## src/rtl/jres_pkg.sv

```systemverilog
package jres_pkg;

  typedef enum logic [2:0] {
    JC_ZCLR   = 3'd0,
    JC_ZSET   = 3'd1,
    JC_CCLR   = 3'd2,
    JC_CSET   = 3'd3,
    JC_NEG    = 3'd4,
    JC_GE     = 3'd5,
    JC_LT     = 3'd6,
    JC_ALWAYS = 3'd7
  } jcond_e;

  typedef struct packed {
    logic c;
    logic z;
    logic n;
    logic v;
  } jflags_t;

  // Decide whether one condition code holds for a given flag set.
  function automatic logic cond_met(input jcond_e code, input jflags_t f);
    logic r;
    case (code)
      JC_ZCLR:   r = ~f.z;
      JC_ZSET:   r = f.z;
      JC_CCLR:   r = ~f.c;
      JC_CSET:   r = f.c;
      JC_NEG:    r = f.n;
      JC_GE:     r = ~(f.n ^ f.v);
      JC_LT:     r = f.n ^ f.v;
      default:   r = 1'b1;
    endcase
    return r;
  endfunction

endpackage

```

## src/rtl/jres_cond_eval.sv

```systemverilog
module jres_cond_eval
  import jres_pkg::*;
#(
  parameter int COND_W = 3
) (
  input  jflags_t             flags,
  input  logic [COND_W-1:0]   sel,
  output logic                hit
);
  localparam int NCOND = 1 << COND_W;

  logic [NCOND-1:0] hit_vec;

  // One evaluator per selector code; the selector then picks one.
  for (genvar g = 0; g < NCOND; g++) begin : g_code
    assign hit_vec[g] = cond_met(jcond_e'(3'(g)), flags);
  end

  assign hit = hit_vec[sel];
endmodule

```

## src/rtl/jres_target.sv

```systemverilog
module jres_target #(
  parameter int PC_W  = 16,
  parameter int OFS_W = 10
) (
  input  logic [PC_W-1:0]  pc,
  input  logic [OFS_W-1:0] ofs,
  output logic [PC_W-1:0]  seq_pc,
  output logic [PC_W-1:0]  tgt_pc
);
  localparam int EXT_W = PC_W - OFS_W - 1;

  // Word offset turned into a byte displacement of full PC width.
  function automatic logic [PC_W-1:0] byte_disp(input logic [OFS_W-1:0] o);
    return {{EXT_W{o[OFS_W-1]}}, o, 1'b0};
  endfunction

  function automatic logic [PC_W-1:0] word_align(input logic [PC_W-1:0] p);
    return {p[PC_W-1:1], 1'b0};
  endfunction

  assign seq_pc = word_align(pc);
  assign tgt_pc = seq_pc + byte_disp(ofs);
endmodule

```

## src/rtl/jres_select.sv

```systemverilog
module jres_select #(
  parameter int PC_W = 16
) (
  input  logic            take,
  input  logic [PC_W-1:0] seq_pc,
  input  logic [PC_W-1:0] tgt_pc,
  output logic [PC_W-1:0] next_pc
);
  always_comb begin
    if (take) next_pc = tgt_pc;
    else      next_pc = seq_pc;
  end
endmodule

```

## src/rtl/jump_resolver.sv

```systemverilog
module jump_resolver
  import jres_pkg::*;
#(
  parameter int PC_W   = 16,
  parameter int OFS_W  = 10,
  parameter int COND_W = 3
) (
  input  logic [PC_W-1:0]   pc_in,
  input  logic [COND_W-1:0] cond_in,
  input  logic [OFS_W-1:0]  ofs_in,
  input  logic              flag_c,
  input  logic              flag_z,
  input  logic              flag_n,
  input  logic              flag_v,
  output logic              take_o,
  output logic [PC_W-1:0]   next_pc_o
);
  jflags_t          flags;
  logic             cond_hit;
  logic [PC_W-1:0]  seq_pc;
  logic [PC_W-1:0]  tgt_pc;

  assign flags = '{c: flag_c, z: flag_z, n: flag_n, v: flag_v};

  jres_cond_eval #(.COND_W(COND_W)) u_eval (
    .flags (flags),
    .sel   (cond_in),
    .hit   (cond_hit)
  );

  jres_target #(.PC_W(PC_W), .OFS_W(OFS_W)) u_tgt (
    .pc     (pc_in),
    .ofs    (ofs_in),
    .seq_pc (seq_pc),
    .tgt_pc (tgt_pc)
  );

  jres_select #(.PC_W(PC_W)) u_sel (
    .take    (cond_hit),
    .seq_pc  (seq_pc),
    .tgt_pc  (tgt_pc),
    .next_pc (next_pc_o)
  );

  assign take_o = cond_hit;
endmodule

```

## config.mk

```make
export PLATFORM = sky130hd
export DESIGN_NAME = jump_resolver
export DESIGN_NICKNAME = d
export VERILOG_FILES = /design/src/rtl/jres_pkg.sv /design/src/rtl/jres_cond_eval.sv /design/src/rtl/jres_target.sv /design/src/rtl/jres_select.sv /design/src/rtl/jump_resolver.sv
export SDC_FILE = /design/constraint.sdc
export NUM_CORES = 1
export LEC_CHECK = 0
export ABC_CLOCK_PERIOD_IN_PS = 3050
export CAP_MARGIN = 20
export CORE_MARGIN = 5
export CORE_UTILIZATION = 40
export DETAILED_ROUTE_END_ITERATION = 6
export GPL_ROUTABILITY_DRIVEN = 0
export PLACE_DENSITY = 0.91
export SETUP_SLACK_MARGIN = 0.3
export SYNTH_ARGS = -nofsm -noshare
export SYNTH_HDL_FRONTEND = slang
export SYNTH_HIERARCHICAL = 1
export SYNTH_SLANG_ARGS = --single-unit
```

## constraint.sdc

```tcl
create_clock -name vclk -period 3.05
set_input_delay 0.61 -clock vclk [all_inputs]
set_output_delay 0.61 -clock vclk [all_outputs]
set_load 0.005 [all_outputs]
```

## Word-level counts from Yosys, hierarchy flattened

Index checks and enable logic that the tools add are counted.

- Register bits: 0
- Word-level logic and storage cells: 9

- $lt $le $gt $ge: 1
- Bitwise gates (word level): 4
- Multiplexer cells: 3
- $add $sub $neg: 1

Operator list:

| operator | number |
|---|---|
| $add 16x16->16 | 1 |
| $mux 16 | 1 |
| $lt 3x4->1 const B | 1 |
| $bmux 1 s3 | 1 |
| $not 1->1 | 3 |
| $mux 1 | 1 |
| $xor 1x1->1 | 1 |

## Longest topological paths before layout

- Depth in word-level cells: 5
- Depth in mapped cells: 9

## Cells and area by module

The synthesis kept the hierarchy.

Modules (own cells, without submodules):

| module | instances | area an instance (um^2) | cells each | sequential area each (um^2) |
|---|---|---|---|---|
| jres_target | 1 | 744.5 | 96 | 0.0 |
| jres_select | 1 | 249.0 | 18 | 0.0 |
| jres_cond_eval | 1 | 77.6 | 9 | 0.0 |

## Least setup slack after synthesis

Ideal clock, no wire load.

- Path type: input to output
- From: input port pc_in[1]
- To: output port next_pc_o[15]
- Stages on the path: 9
- Required time: 2.440 ns
- Arrival: 2.386 ns
- Path slack: 0.054 ns
- Path through: ha_1 fa_1 a21oi_1 o221a_4 o21a_1 o211ai_2 a21oi_2 xnor2_1 mux2_2

- Longest elaborated chain between the ends: 2

Ends and longest elaborated chain:

| item | RTL line | source |
|---|---|---|
| from (decl) | jump_resolver.sv:8 | `input logic [PC_W-1:0] pc_in,` |
| $add 16x16->16 | jres_target.sv:22 | `assign tgt_pc = seq_pc + byte_disp(ofs);` |
| named net tgt_pc[15] | jump_resolver.sv:21 | `logic [PC_W-1:0] tgt_pc;` |
| $mux 16 | jres_select.sv:10 | `if (take) next_pc = tgt_pc;` |
| to (decl) | jump_resolver.sv:16 | `output logic [PC_W-1:0] next_pc_o` |

The timed path passes the listed nets, and every way through them passes these cells.

## Worst setup path in the final report

Ends and elaborated chain as after synthesis.

==> reports/summary.txt <==
Status - complete, but fails checks
Failing checks - setup timing
Final instance area - 0.00223 sq mm
Total design power - 616 uW
CP endpoint kind - output pin
Crit path DAT - 2610 ps
Seq_cells - 0
Initial Util - 0.425
Routed Antenna Nets - 0
FMAX - 311 MHz
Most common cell after layout, fill and taps aside - buf_4
Via/cell ratio - 5.76
Critical setup path kind - in -> out
Clock share of power - 0
Synth top area cells - ha_1, mux2_4, buf_4
Storage cell area - 0 sq um
RSZ-0062 raised after global routing - yes
Grt ovf - 0
Final Hold Fails - 0
Seq/Total Area, Yosys - 0
Setup crit start kind - input port
Syn Inst Count - 123
Max_cap viols - 0
Row cnt - 18
NetSw - 246 uW
Layout cells sized above 1 - 0.762
Final setup vio count - 4
DRC viols - 0
Peak supply drop - 206 uV
Total track usage - 0.247
First drt pass iteration count - 4
Vias in the first global route - 1475
Core ar. - 0.00252 sq mm
Die Width - 61.7 um
Initial antenna violation count - 0
Nets - 256
HPWL after DPL - 2570 um
Post-synth top area cell - ha_1
Layout area overhead - 109%
Final worst-path setup slack - -168 ps
Via count - 1359
Slew Viols, Final - 0
Worst hold path class - in -> out
Sw frac - 0.400
Clock buf count - 0
PD cells - 276 mW/mm^2
Diode count - 0
Die ar. - 0.00381 sq mm
YS warnings - 6
Final Cycle Share - 1.06
Iter 0 DRT Violations - 49
First-pass GRT wire length - 6930 um
Setup crit start - pc_in[1]
Synth unique cells - 37
Min Tclk post-route - 3220 ps
Reg power frac - 0
Pint - 370 uW
Largest net degree at the start of global routing - 9
Die Y-Extent - 61.7 um
CP Capture Point - next_pc_o[15]
Pleak - 0.993 nW
IO Pins - 50
Synth top area share - 0.164
Cell area after placement - 0.00166 sq mm
Synth Cell Area - 0.00107 sq mm
Worst-path maximum fanout - 2
Comb pwr share - 1.000
Post-DR wirelength/cell - 22.0 um
Total Wirelength - 5190 um
Most frequent cells in the layout - buf_4, buf_6, mux2_4, buf_2, ha_4
I/O Buffers - 48
CP Data Required Time - 2440 ps
Mean Syn Cell Area - 8.71 sq um
-- cell families (layout without fill, tap and decap cells) --
logic type | after synthesis | after routing | synth area share
buf+inv | 22 | 104 | 0.159
xor+xnor | 14 | 14 | 0.114
fa+ha+maj | 15 | 15 | 0.182
other cells | 1 | 2 | 0.00350
mux | 17 | 17 | 0.213
compound gates | 28 | 28 | 0.209
simple gates | 26 | 26 | 0.119
-- worst max-delay path: stages --
cell      delay [ps]
buf_8            100
ha_4             160
fa_2             400
a21oi_4          170
o221a_4          200
o21a_1           150
buf_4            120
o211ai_2          80
a21oi_2          150
xnor2_1           90
mux2_4           260
buf_6            120
-- cell type report --
class	instances	area, sq um
repair buffers	101	906
fillers	123	288
inverters	3	11.3
multi-input cells	102	1280
well taps	30	37.5
-- synthesized netlist by cell type (3+ instances only) --
library cell  number
nand2_1            7
inv_1              3
mux2_2             6
a21oi_1            8
mux2_4            10
nor2_1             8
xor2_1             5
ha_1              14
nand3_1            5
xnor2_1            9
buf_4             17
-- power by group through the flow --
stage	registers, mW	logic (mW)	clock network [mW]
2_1_floorplan	0	0.234	0
3_3_place_gp	0	0.407	0
3_5_place_dp	0	0.422	0
4_1_cts	0	0.533	0
5_1_grt	0	0.644	0
6_report	0	0.616	0
-- worst min path at each step --
stage                from           end  slack [ps]  cells after the start
3_3_place_gp     pc_in[7]  next_pc_o[7]        2330                      3
3_5_place_dp     pc_in[6]  next_pc_o[6]        2330                      3
2_1_floorplan  cond_in[2]        take_o        1280                      1
6_report         pc_in[5]  next_pc_o[5]        1530                      3
5_1_grt          pc_in[7]  next_pc_o[7]        1530                      3
4_1_cts          pc_in[7]  next_pc_o[7]        1520                      3
-- metrics by stage --
stage | cells | setup slack (ps) | util | hold slack, ps | setup TNS (ps)
4_1_cts | 230 | -115 | 0.823 | 1520 | -160
6_report | 236 | -168 | 0.886 | 1530 | -487
5_1_grt | 236 | -205 | 0.886 | 1530 | -619
3_5_place_dp | 209 | -817 | 0.660 | 2330 | -8820
3_3_place_gp | 209 | -726 | 0.660 | 2330 | -7710
2_1_floorplan | 124 | 237 | - | 1280 | 0
-- per-layer routing --
layer / wire length, um / GRT usage / vias up / share of wire
met4: 429 / 0.145 / 0 / 0.083
met5: 0 / 0 / - / 0
met2: 2660 / 0.490 / 78 / 0.51
met3: 348 / 0.0331 / 33 / 0.067
met1: 1760 / 0.237 / 641 / 0.34
li1: - / - / 607 / -
-- repair_timing --
item,in CTS,in global routing
hold buffers,0,0
gates resized for setup,240,27
gates cloned,1,0
pin swaps,42,19
endpoints found under the setup margin,16,15
buffers inserted,20,6
Note: power is estimated with default switching activity, not from simulation.
